===== src/rtl/rle_pack_pkg.sv =====
package rle_pack_pkg;

    typedef enum logic [2:0] {
        PK_IDLE    = 3'd0,
        PK_COLLECT = 3'd1,
        PK_SEND_S  = 3'd2,
        PK_SEND_C  = 3'd3,
        PK_DONE    = 3'd4
    } pk_state_e;

endpackage


===== src/rtl/grp_compactor.sv =====
module grp_compactor #(
    parameter int GROUP_W = 8,
    parameter int NGRP    = 4,
    localparam int SW     = GROUP_W * NGRP,
    localparam int LW     = $clog2(NGRP + 1)
) (
    input  logic [SW-1:0]   in_word,
    input  logic [NGRP-1:0] grp_off,
    input  logic            clr_top,
    output logic [SW-1:0]   out_word,
    output logic [LW-1:0]   out_len,
    output logic [SW-1:0]   top_bit,
    output logic [SW-1:0]   run_cap
);
    logic [SW-1:0] packed_w;
    logic [SW-1:0] top_w;
    int            lanes;

    // Enabled groups are slid down towards lane zero, in ascending order.
    always_comb begin
        packed_w = '0;
        lanes    = 0;
        for (int g = 0; g < NGRP; g++) begin
            if (!grp_off[g]) begin
                packed_w[lanes*GROUP_W +: GROUP_W] = in_word[g*GROUP_W +: GROUP_W];
                lanes = lanes + 1;
            end
        end
    end

    always_comb begin
        if (lanes == 0) begin
            top_w   = '0;
            run_cap = '0;
        end else begin
            top_w   = SW'(1) << (lanes * GROUP_W - 1);
            run_cap = top_w - SW'(1);
        end
    end

    assign top_bit  = top_w;
    assign out_len  = LW'(lanes);
    assign out_word = clr_top ? (packed_w & ~top_w) : packed_w;

endmodule


===== src/rtl/word_serializer.sv =====
module word_serializer #(
    parameter int GROUP_W = 8,
    parameter int NGRP    = 4,
    localparam int SW     = GROUP_W * NGRP,
    localparam int LW     = $clog2(NGRP + 1)
) (
    input  logic               clk,
    input  logic               rst_n,
    input  logic               w_valid,
    input  logic [SW-1:0]      w_word,
    input  logic [LW-1:0]      w_len,
    output logic               w_ready,
    output logic               m_valid,
    output logic [GROUP_W-1:0] m_data,
    input  logic               m_ready
);
    typedef struct packed {
        logic [SW-1:0] sh;
        logic [LW-1:0] left;
    } ser_t;

    ser_t ser_d, ser_q;

    always_comb begin
        ser_d = ser_q;
        if (ser_q.left != '0 && m_ready) begin
            ser_d.sh   = ser_q.sh >> GROUP_W;
            ser_d.left = ser_q.left - LW'(1);
        end
        if (w_valid && ser_q.left == '0) begin
            ser_d.sh   = w_word;
            ser_d.left = w_len;
        end
    end

    always_ff @(posedge clk or negedge rst_n) begin
        if (!rst_n) ser_q <= '0;
        else        ser_q <= ser_d;
    end

    assign w_ready = (ser_q.left == '0);
    assign m_valid = (ser_q.left != '0);
    assign m_data  = ser_q.sh[GROUP_W-1:0];

    // a stalled byte stays put
    a_r10_hold_stall: assert property (@(posedge clk) disable iff (!rst_n)
        (m_valid && !m_ready) |=> (m_valid && $stable(m_data)));

    // never more bytes queued than groups in a word
    a_r3_len_bound: assert property (@(posedge clk) disable iff (!rst_n)
        int'(ser_q.left) <= NGRP);

endmodule


===== src/rtl/rle_byte_packer.sv =====
module rle_byte_packer #(
    parameter int GROUP_W = 8,
    parameter int NGRP    = 4,
    parameter int CNT_W   = 16,
    localparam int SW     = GROUP_W * NGRP,
    localparam int LW     = $clog2(NGRP + 1),
    localparam int TOT_W  = CNT_W + 3
) (
    input  logic               clk,
    input  logic               rst_n,
    input  logic               arm,
    input  logic [NGRP-1:0]    cfg_grp_off,
    input  logic               cfg_rle,
    input  logic [CNT_W-1:0]   cfg_quads_m1,
    input  logic               s_valid,
    input  logic [SW-1:0]      s_data,
    input  logic               s_last,
    output logic               s_ready,
    output logic               m_valid,
    output logic [GROUP_W-1:0] m_data,
    input  logic               m_ready,
    output logic               done
);
    import rle_pack_pkg::*;

    typedef struct packed {
        pk_state_e       st;
        logic [NGRP-1:0] mask;
        logic            rle;
        logic [TOT_W-1:0] limit;
        logic [TOT_W-1:0] total;
        logic [SW-1:0]   cur;
        logic            have;
        logic [SW-1:0]   nxt;
        logic            nxt_have;
        logic [SW-1:0]   run;
        logic            fin;
    } pk_t;

    pk_t pk_d, pk_q;

    logic [SW-1:0] cmp_word, cmp_top, cmp_cap;
    logic [LW-1:0] cmp_len;
    logic          w_valid, w_ready;
    logic [SW-1:0] w_word;

    grp_compactor #(.GROUP_W(GROUP_W), .NGRP(NGRP)) u_compact (
        .in_word (s_data),
        .grp_off (pk_q.mask),
        .clr_top (pk_q.rle),
        .out_word(cmp_word),
        .out_len (cmp_len),
        .top_bit (cmp_top),
        .run_cap (cmp_cap)
    );

    word_serializer #(.GROUP_W(GROUP_W), .NGRP(NGRP)) u_ser (
        .clk    (clk),
        .rst_n  (rst_n),
        .w_valid(w_valid),
        .w_word (w_word),
        .w_len  (cmp_len),
        .w_ready(w_ready),
        .m_valid(m_valid),
        .m_data (m_data),
        .m_ready(m_ready)
    );

    logic [TOT_W-1:0] tot1;
    logic             hit_end;
    logic             pair_sent;

    always_comb begin
        pk_d      = pk_q;
        s_ready   = 1'b0;
        w_valid   = 1'b0;
        w_word    = '0;
        pair_sent = 1'b0;
        tot1      = pk_q.total + TOT_W'(1);
        hit_end   = s_last || (tot1 == pk_q.limit);

        case (pk_q.st)
            PK_IDLE, PK_DONE: begin
                s_ready = (pk_q.st == PK_DONE);
                if (arm) begin
                    pk_d.st       = PK_COLLECT;
                    pk_d.mask     = cfg_grp_off;
                    pk_d.rle      = cfg_rle;
                    pk_d.limit    = (TOT_W'(cfg_quads_m1) + TOT_W'(1)) << 2;
                    pk_d.total    = '0;
                    pk_d.have     = 1'b0;
                    pk_d.nxt_have = 1'b0;
                    pk_d.run      = '0;
                    pk_d.fin      = 1'b0;
                end
            end
            PK_COLLECT: begin
                s_ready = 1'b1;
                if (s_valid) begin
                    pk_d.total = tot1;
                    if (!pk_q.rle || !pk_q.have) begin
                        pk_d.cur  = cmp_word;
                        pk_d.run  = '0;
                        pk_d.have = 1'b1;
                        pk_d.fin  = hit_end;
                        if (!pk_q.rle || hit_end) pk_d.st = PK_SEND_S;
                    end else if (cmp_word == pk_q.cur && pk_q.run < cmp_cap) begin
                        pk_d.run = pk_q.run + SW'(1);
                        pk_d.fin = hit_end;
                        if (hit_end) pk_d.st = PK_SEND_S;
                    end else begin
                        pk_d.nxt      = cmp_word;
                        pk_d.nxt_have = 1'b1;
                        pk_d.fin      = hit_end;
                        pk_d.st       = PK_SEND_S;
                    end
                end
            end
            PK_SEND_S: begin
                w_valid = 1'b1;
                w_word  = pk_q.cur;
                if (w_ready) begin
                    if (pk_q.run != '0) pk_d.st = PK_SEND_C;
                    else                pair_sent = 1'b1;
                end
            end
            PK_SEND_C: begin
                w_valid = 1'b1;
                w_word  = pk_q.run | cmp_top;
                if (w_ready) pair_sent = 1'b1;
            end
            default: pk_d.st = PK_IDLE;
        endcase

        if (pair_sent) begin
            pk_d.run = '0;
            if (pk_q.nxt_have) begin
                pk_d.cur      = pk_q.nxt;
                pk_d.nxt_have = 1'b0;
                pk_d.have     = 1'b1;
                pk_d.st       = pk_q.fin ? PK_SEND_S : PK_COLLECT;
            end else begin
                pk_d.have = 1'b0;
                pk_d.st   = pk_q.fin ? PK_DONE : PK_COLLECT;
            end
        end
    end

    always_ff @(posedge clk or negedge rst_n) begin
        if (!rst_n) begin
            pk_q    <= '0;
            pk_q.st <= PK_IDLE;
        end else begin
            pk_q <= pk_d;
        end
    end

    assign done = (pk_q.st == PK_DONE) && w_ready;

    // represented samples stay within the budget
    a_r8_total_bound: assert property (@(posedge clk) disable iff (!rst_n)
        (pk_q.st != PK_IDLE) |-> (pk_q.total <= pk_q.limit));

    // a pending run never exceeds the count field
    a_r7_run_cap: assert property (@(posedge clk) disable iff (!rst_n)
        (pk_q.st != PK_IDLE) |-> (pk_q.run <= cmp_cap));

    // a count word is only sent for a run longer than one
    a_r6_count_nonzero: assert property (@(posedge clk) disable iff (!rst_n)
        (pk_q.st == PK_SEND_C) |-> (pk_q.run != '0));

    // word length handed to the serializer matches the enabled groups
    a_r3_word_len: assert property (@(posedge clk) disable iff (!rst_n)
        w_valid |-> (int'(cmp_len) == NGRP - $countones(pk_q.mask)));

    // completion implies an empty output
    a_r9_done_quiet: assert property (@(posedge clk) disable iff (!rst_n)
        done |-> !m_valid);

endmodule


===== config.mk =====
export PLATFORM = sky130hd
export DESIGN_NAME = rle_byte_packer
export DESIGN_NICKNAME = d
export VERILOG_FILES = /design/src/rtl/rle_pack_pkg.sv /design/src/rtl/grp_compactor.sv /design/src/rtl/word_serializer.sv /design/src/rtl/rle_byte_packer.sv
export SDC_FILE = /design/constraint.sdc
export NUM_CORES = 1
export LEC_CHECK = 0
export BUFFER_PORTS_ARGS = -buffer_cell sky130_fd_sc_hd__buf_2
export CELL_PAD_IN_SITES_DETAIL_PLACEMENT = 0
export CELL_PAD_IN_SITES_GLOBAL_PLACEMENT = 1
export CORE_ASPECT_RATIO = 1.2
export CORE_UTILIZATION = 25
export DETAILED_ROUTE_END_ITERATION = 8
export GPL_TIMING_DRIVEN = 0
export PLACE_DENSITY = 0.52
export SLEW_MARGIN = 20
export SYNTH_ARGS = -nofsm -noshare
export SYNTH_HDL_FRONTEND = slang
export SYNTH_SLANG_ARGS = --single-unit
export TNS_END_PERCENT = 30

===== constraint.sdc =====
create_clock -name clk -period 12 [get_ports clk]
set_input_delay 1.2 -clock clk [delete_from_list [all_inputs] [get_ports clk]]
set_output_delay 1.2 -clock clk [all_outputs]
set_load 0.05 [all_outputs]

# After elaboration in Yosys (flattened, before gate mapping)

Cells that the tools add are included.

Bitwise gates (word level): 5
$add $sub $neg: 12
Equal/unequal tests: 17
Mux-type cells: 53
Reductions and logical operators: 25
$lt $le $gt $ge: 1
Shift operators: 7

Operators with widths:

| operator                                              | number |
|---|---|
| two-way mux 32 bit                                    | 12 |
| two-way mux 33 bit                                    | 6 |
| two-way mux 118 bit                                   | 1 |
| variable shift 8 x 33 -> 32 bit, first input constant | 3 |
| variable part select 8 x 33 -> 32 bit                 | 3 |
| bitwise mux 32 bit                                    | 3 |
| two-way mux 35 bit                                    | 2 |
| case mux 34 bit (2 select lines)                      | 1 |
| negation 32 -> 33 bit                                 | 2 |
| adder 32 x 2 -> 32 bit, second input constant         | 2 |
| case mux 32 bit (2 select lines)                      | 1 |
| two-way mux 46 bit                                    | 1 |
| case mux 19 bit (2 select lines)                      | 1 |
| two-way mux 34 bit                                    | 1 |
| negation 4 -> 33 bit                                  | 1 |
| adder 32 x 1 -> 32 bit, second input constant         | 1 |
| AND 32 bit                                            | 1 |
| == test 32 bit                                        | 1 |
| zero test 32 bit                                      | 1 |
| < comparator 32 bit                                   | 1 |
| NOT 32 bit                                            | 1 |
| bitwise OR 32 bit                                     | 1 |
| nonzero test 32 bit                                   | 1 |
| left shift 1 x 32 -> 32 bit, first input constant     | 1 |
| 32 further kinds                                      | 71 |

Bits of input ports: 59
Flip-flop bits (word level): 178
Output and inout bits: 11
Word-level logic and storage cells: 133

# Depth between registers and ports, before layout

Gate-level depths: netlist (run 1).

Depth after elaboration: 21
Gate-level depth with buffers: 29
Gate-level depth less buffers: 25

# By module

From an unflattened synthesis (run 1), not the netlist that was laid out.

Cell total of the unflattened synthesis: 1373
Area total of the unflattened synthesis: 12150.4 µm²

By module, submodules not included:

| module          | area each (µm²) | instances | cells each | seq. area each (µm²) |
|---|---|---|---|---|
| rle_byte_packer | 8944.8          | 1         | 1021       | 3578.4 |
| word_serializer | 1640.3          | 1         | 128        | 875.8 |
| grp_compactor   | 1565.3          | 1         | 224        | 0.0 |

# Least setup slack after synthesis (run 1)

No wires, ideal clock.

Path type: register to register
Start point: reg pk_q[138] (netlist bit)
End point: reg pk_q[23] (netlist bit)
Slack: 5.069 ns
Clock period less this slack: 6.931 ns
Arrival: 6.805 ns
Setup time: 0.126 ns
Data required time: 11.874 ns
Path buffers: 4
Stages on the path, launching flop included: 27
Cells stage by stage: dfrtp_1 > clkbuf_1 > clkbuf_1 > inv_1 > fa_1 > buf_2 > inv_1 > ha_1 > o32ai_1 > ha_1 > or3b_2 > mux2i_1 > a21boi_1 > nand2_1 > ha_1 > nand2_1 > ha_1 > a21o_1 > a221o_1 > nand2_1 > o2111ai_1 > or4_4 > nor4_4 > nand4_4 > a41o_1 > buf_6 > a221o_1

Word-level cells in the longest chain between the ends: 17
Elaborated cells between the ends (all ways): 37
Classes of those cells: add/sub (8); order compare (1); eq/ne (2); shift (7); mux (14); bitwise (2); reduce/logical (3)

RTL lines:

| what                                                            | line                   | source |
|---|---|---|
| from (decl)                                                     | rle_byte_packer.sv:40  | `pk_t pk_d, pk_q;` |
| from (signal assigned)                                          | rle_byte_packer.sv:154 | `pk_q <= pk_d;` |
| branches (longest 14 deep; another with adder 32 x 2 -> 32 bit) | --                     |  |
| logical AND 1 bit (*)                                           | rle_byte_packer.sv:107 | `end else if (cmp_word == pk_q.cur && pk_q.run < cmp_cap) begin` |
| inequality test 4 bit (no source line) (*)                      | --                     |  |
| AND reduction 4 bit (no source line) (*)                        | --                     |  |

Every way passes the cells marked *.
A chain may end at the register's enable or synchronous reset.

# Worst setup path in the final report (run 1)

Start point: reg pk_q[138] (netlist bit)
End point: reg pk_q[51] (netlist bit)

Word-level cells in the longest chain between the ends: 17
Elaborated cells between the ends (all ways): 37
Classes of those cells: add/sub (8); order compare (1); eq/ne (1); shift (7); mux (14); bitwise (3); reduce/logical (3)

RTL lines:

| what |
|---|
| branches (longest 17 deep; another with adder 32 x 2 -> 32 bit) |

Several ways; the timed one is not identified.

==> results of run 1 <==
path summary, 6_finish.rpt:
kind,cells after the start,slack (ns),endpoint,startpoint
worst min register to register,1,0.48,u_ser.ser_q[2],u_ser.ser_q[2]
min in group asynchronous,1,0.60,pk_q[95],rst_n
max in group asynchronous,2,10.59,pk_q[1],rst_n
worst min-delay path,1,0.48,u_ser.ser_q[2],u_ser.ser_q[2]
worst max register to register,26,3.22,pk_q[51],pk_q[138]
worst max-delay path,26,3.22,pk_q[51],pk_q[138]
per-layer routing:
layer | GRT usage, % | vias to the layer above
met1 | 23.5 | 5512
met4 | 5.60 | 0
li1 | - | 5232
met5 | 0 | -
met3 | 2.50 | 41
met2 | 35.6 | 210
area by class of cell:
class | instances | area share, %
Multi-Input combinational cell | 1089 | 50.4
Sequential cell | 178 | 32.8
Clock buffer | 19 | 3.18
Clock inverter | 13 | 0.929
Inverter | 41 | 1.13
Tap cell | 623 | 5.73
Timing Repair Buffer | 67 | 2.87
Buffer | 92 | 3.01
cells in the final DEF (no fill, tap or decap), types with 11 or more instances in the layout:
cell type,n
nand2_1,231
dfrtp_1,178
nor2_1,108
o21ai_0,87
buf_2,79
a21oi_1,69
clkbuf_1,64
a31oi_1,51
ha_1,48
xnor2_1,41
inv_1,40
nand3_1,35
a211oi_1,32
and2_1,25
nand2b_1,24
mux2i_1,24
nand4_1,24
and3_1,23
xor2_1,22
nor3_1,22
nor4_1,19
o22a_1,18
mux2_2,17
clkbuf_16,17
a211o_1,11
kinds of logic (layout without fill, tap and decap cells):
| logic type | Yosys count | count (layout) | share of synthesized area [%] |
|---|---|---|---|
| xor gates and xnor gates | 63 | 63 | 4.65 |
| AOI/OAI and AO/OA | 364 | 364 | 20.4 |
| DFF | 178 | 178 | 37.5 |
| muxes | 42 | 42 | 3.83 |
| adders and majority gates | 49 | 49 | 5.23 |
| and+or+nand+nor | 571 | 571 | 23.6 |
| buffers and inverters | 133 | 232 | 4.74 |
sequential cells by signal, summed over array words and instances, names as in the netlist:
register	flops
pk_q	143
u_ser.m_data	8
u_ser.ser_q	27
worst max-delay path, stage by stage, from the launching register on:
cell       delay, ns
dfrtp_1         0.38
clkbuf_1        0.32
clkbuf_1        0.36
inv_1           0.20
fa_1            0.59
buf_2           0.20
inv_1           0.08
ha_1            0.38
o32ai_1         0.87
ha_1            0.25
or3b_2          0.44
mux2i_1         0.26
a21boi_1        0.48
nand2_1         0.15
ha_1            0.28
nand2_1         0.23
ha_1            0.30
a21o_1          0.16
a221o_1         0.31
nand2_1         0.09
o2111ai_1       0.13
or4_4           0.57
nor4_4          0.32
nand4_4         0.26
nand2_2         0.32
buf_2           0.36
mux2_2          0.37
stage by stage:
| stage | instance area (um2) | hold WS (ns) |
|---|---|---|
| after floorplan | 11900 | 0.440 |
| after global placement | 13000 | 0.458 |
| after detailed placement | 13000 | 0.462 |
| after CTS | 13600 | 0.473 |
| after global routing | 13600 | 0.494 |
| final | 13600 | 0.479 |
power by group:
| part | switching (W) | leakage, nW | total [W] | internal (W) |
|---|---|---|---|---|
| registers | 0.000187 | 2.34 | 0.000965 | 0.000778 |
| clock network | 0.000285 | 0.261 | 0.000575 | 0.000290 |
| logic | 0.00167 | 3.35 | 0.00256 | 0.000889 |
synth_stat cells (22+ instances only):
cell type | count | area (um2)
mux2i_1 | 24 | 240
nor3_1 | 22 | 110
a21oi_1 | 70 | 350
xor2_1 | 22 | 193
a31oi_1 | 51 | 319
xnor2_1 | 41 | 359
and2_1 | 25 | 156
nor2_1 | 108 | 405
nand2_1 | 231 | 867
dfrtp_1 | 178 | 4450
inv_1 | 40 | 150
nand2b_1 | 24 | 150
nand4_1 | 24 | 150
clkbuf_1 | 62 | 233
and3_1 | 23 | 144
o21ai_0 | 87 | 435
a211oi_1 | 32 | 240
nand3_1 | 35 | 175
ha_1 | 48 | 601
==> run metrics, run 1 <==
Post-Syn Area=0.0119 mm2; Total Wirelength=46200 um; DP HPWL=35700 um; filler cell count=5056; fraction of layout cells with a size suffix above 1=10.9%; setup bufs post-CTS=0; startpoint types=flop; Root Buffer=clkbuf_16; Gate Count Post-Synth=1400; Peak Freq=0.114 GHz; diode count=0; storage element area=0.00445 mm2; RSZ-0062 raised after global routing=false; Met2 Routed Length=24300 um; DR vias/cell=5.18; GRT overflow=0; asr flop ratio synth=100%; floorplan row count=87; Hold WC Path Type=reg2reg; clock tree buffer depth=2; I/O Pins=70; WP data arrival=9.13 ns; maxcap violations=0; die width=201 um; Slew headroom=31.4%; Cell Count, Final, Fillers Out=2122; P_leak=5.95 nW; commonest register cell after synthesis=dfrtp_1; CTS tree=built; Syn Nets=1508; Cell Pwr Density=302 mW/mm2; post-synthesis sequential area ratio=37.5%; number of remaining DRC errors=0; flops & latches, synth=roughly 180; Sink Count=~180; number of global-route vias before repair=10800; first-pass GRT wire length=70000 um; Max Used Layer=met4; vias=11000; area grow syn2layout=14.6%; Gates resized, CTS repair=0; setup ws final=3.22 ns; final hold violation count=0; Ys Warns=0; WS Path Type=reg2reg; total track usage=around 19%; final estimated routing congestion in global placement=0.869; Mapped Avg Cell Area=8.48 um2; Max H-tree Level=4; Worst Skew=approximately 0.012 ns; Initial Utilization=25.3%; Final min period=8.78 ns; outcome=finished, final reports clean; worst-path maximum fanout=10; total core area=0.0469 mm2; Post-synth EDFFs=0; Final period util=73.2%; Metal-1 WL=19800 um; WP data required=12.35 ns; hold_buf cts=0; DRT Pass-1 Iters=7; Setup Viol. Count Final=0; Worst Tran Pin Value=1.02 ns; post-layout util=29.0%; IO Port Bufs=between 60 and 70; die height=241 um; nets=1594; Worst-path clk slew=0.08 ns; initial antenna violation count=0; CTS buffer count=17; Skew-Pair Late Insertion Delay=0.47 ns; power consumption=0.00410 W; Multi-input gate area=0.00685 mm2; Die ar.=0.0483 mm2; routed len/inst=21.8 um; post-route ant nets=0; Placed Instances=2090; Max IR drop VDD=254 uV; metal3 WL=1300 um; critical path endpoint category=flop; post-synth cell types=88; DR iter-0 viols=639; largest net degree at the start of global routing=88; max-slew violation count=0; setup TNS=0 ns; Post-Place Worst Slack=3.25 ns
No activity file was read; power rests on OpenSTA's default activity.
==> inputs of run 2 (changes only) <==
Clock period 12 ns to 9.1 ns, I/O delays scaled along.
==> run metrics, run 2 (synthesized netlist as in run 1, its figures left out) <==
setup TNS=0 ns (unchanged); RR Endpoint=pk_q[51] (unchanged); Total Wirelength=46200 um (about the same); Placed Instances=2090 (unchanged); maxcap violations=0 (unchanged); Slew headroom=32.7% (was 31.4%); largest net degree at the start of global routing=88 (unchanged); Worst Tran Pin Value=1.00 ns (was 1.02 ns); initial antenna violation count=0 (unchanged); most flop-heavy register=pk_q (unchanged); Max H-tree Level=4 (unchanged); Root Buffer=clkbuf_16 (unchanged); Sink Count=178 (unchanged); DP HPWL=35700 um (unchanged); area grow syn2layout=14.7% (was 14.6%); WP data arrival=8.82 ns (was 9.13 ns); most frequent cells in the layout=231 x nand2_1, 178 x dfrtp_1, 108 x nor2_1 (unchanged); DRT Pass-1 Iters=5 (was 7); filler cell count=5055 (was 5056); DR vias/cell=5.16 (was 5.18); post-route ant nets=0 (unchanged); Crit path top cell by count=ha_1 (unchanged); RSZ-0062 raised after global routing=false (unchanged); number of remaining DRC errors=0 (unchanged); WS Path Type=reg2reg (unchanged); slowest stage cell on the critical path=fa_1 (was o32ai_1); GR Util met3=2.50% (unchanged); IO Port Bufs=65 (unchanged); total core area=0.0469 mm2 (unchanged); met2 global-route usage=35.6% (unchanged); Worst-path clk slew=0.08 ns (about the same); Worst Skew=0.0140 ns (was 0.0124 ns); CP peak stage delay=0.59 ns (was 0.87 ns); Crit Reg-Reg Startpoint=pk_q[138] (unchanged); worst-path maximum fanout=10 (unchanged); fraction of layout cells with a size suffix above 1=10.9% (about the same); clock tree buffer depth=2 (unchanged); CTS tree=built (unchanged); Final min period=8.47 ns (was 8.78 ns); routed len/inst=21.8 um (about the same); Initial Utilization=25.3% (unchanged); FF-to-FF path depth=26 (unchanged); Peak Freq=0.118 GHz (was 0.114 GHz); diode count=0 (unchanged); Die ar.=0.0483 mm2 (unchanged); Final period util=93.1% (was 73.2%); floorplan row count=87 (unchanged); first-pass GRT wire length=70000 um (unchanged); P_leak=5.95 nW (about the same); Hold WC Path Type=in2async (was reg2reg); final hold violation count=0 (unchanged); die height=241 um (unchanged); GR peak layer=met2 (unchanged); max reg flops=143 (unchanged); Gates resized, CTS repair=0 (unchanged); nets=1594 (unchanged); WP data required=9.45 ns (was 12.35 ns); hold_buf cts=0 (unchanged); number of global-route vias before repair=10800 (unchanged); post-layout util=29.0% (about the same); Setup Viol. Count Final=0 (unchanged); I/O Pins=70 (unchanged); R2R setup slack=0.63 ns (was 3.22 ns); CP bufs+invs=6 (unchanged); CP Depth=26 (unchanged); Cell Count, Final, Fillers Out=2122 (unchanged); critical path endpoint category=flop (unchanged); die width=201 um (unchanged); max-slew violation count=0 (unchanged); Top delay family on crit path=simple AND/OR/NAND/NOR gates (unchanged); setup bufs post-CTS=0 (unchanged); total track usage=19.4% (unchanged); most common cell after layout, fill and taps aside=nand2_1 (unchanged); startpoint types=flop (unchanged); Max IR drop VDD=331 uV (was 254 uV); GRT overflow=0 (unchanged); vias=11000 (about the same); DR iter-0 viols=651 (was 639); outcome=finished, final reports clean (unchanged); Skew-Pair Late Insertion Delay=0.47 ns (about the same); final estimated routing congestion in global placement=0.869 (unchanged); CTS buffer count=17 (unchanged); Cell Pwr Density=398 mW/mm2 (was 302 mW/mm2); met1 GRT Util=23.5% (unchanged)
==> run 2: worst max-delay path by stage <==
stage / start / end / slack, ns
finish: pk_q[138] / pk_q[51] / 0.63
global route: pk_q[138] / pk_q[51] / 0.10
CTS: pk_q[138] / pk_q[51] / 0.28
detailed placement: pk_q[138] / pk_q[57] / 0.35
global placement: pk_q[138] / pk_q[34] / 0.34
floorplan: pk_q[138] / pk_q[23] / 2.17
==> run 2: stage by stage <==
step / total power, W / instance area (um2) / hold slack, ns / setup slack, ns
after floorplan: 0.00354 / 11900 / 0.440 / 2.17
after global placement: 0.00460 / 13000 / 0.458 / 0.344
after detailed placement: 0.00465 / 13000 / 0.462 / 0.346
after CTS: 0.00543 / 13600 / 0.298 / 0.285
after global routing: 0.00584 / 13600 / 0.318 / 0.101
final: 0.00541 / 13600 / 0.305 / 0.626
==> run 2: worst register-to-register path, stage by stage, from the launching register on <==
cell,delay (ns)
dfrtp_1,0.38
clkbuf_1,0.33
clkbuf_1,0.36
inv_1,0.20
fa_1,0.59
buf_2,0.20
inv_1,0.08
ha_1,0.39
o32ai_2,0.58
ha_1,0.23
or3b_2,0.44
mux2i_1,0.26
a21boi_1,0.48
nand2_1,0.15
ha_1,0.27
nand2_1,0.23
ha_1,0.30
a21o_1,0.16
a221o_1,0.31
nand2_1,0.09
o2111ai_1,0.13
or4_4,0.57
nor4_4,0.32
nand4_4,0.25
nand2_2,0.33
buf_2,0.36
mux2_2,0.38
==> run 2: cell type report <==
type / count / area (um2) / area share, %
clock buffers: 19 / 433 / 3.18
multi-input cells: 1089 / 6860 / 50.4
plain buffers: 92 / 409 / 3.01
repair buffers: 67 / 390 / 2.87
clock inverters: 13 / 126 / 0.929
well taps: 623 / 779 / 5.73
inverters: 41 / 154 / 1.13
flip-flops and latches: 178 / 4450 / 32.7
==> run 2: metal layers <==
metal / wire [um] / vias to the layer above
li1: - / 5229
met3: 1320 / 47
met1: 19900 / 5467
met4: 854 / 0
met5: 0 / -
met2: 24200 / 208
==> run 2: power breakdown <==
part           internal, W  switching, W  total (W)  leakage (nW)
Sequential         0.00103      0.000248    0.00127          2.34
Combinational      0.00118       0.00220    0.00338          3.35
Clock             0.000382      0.000377   0.000759         0.261
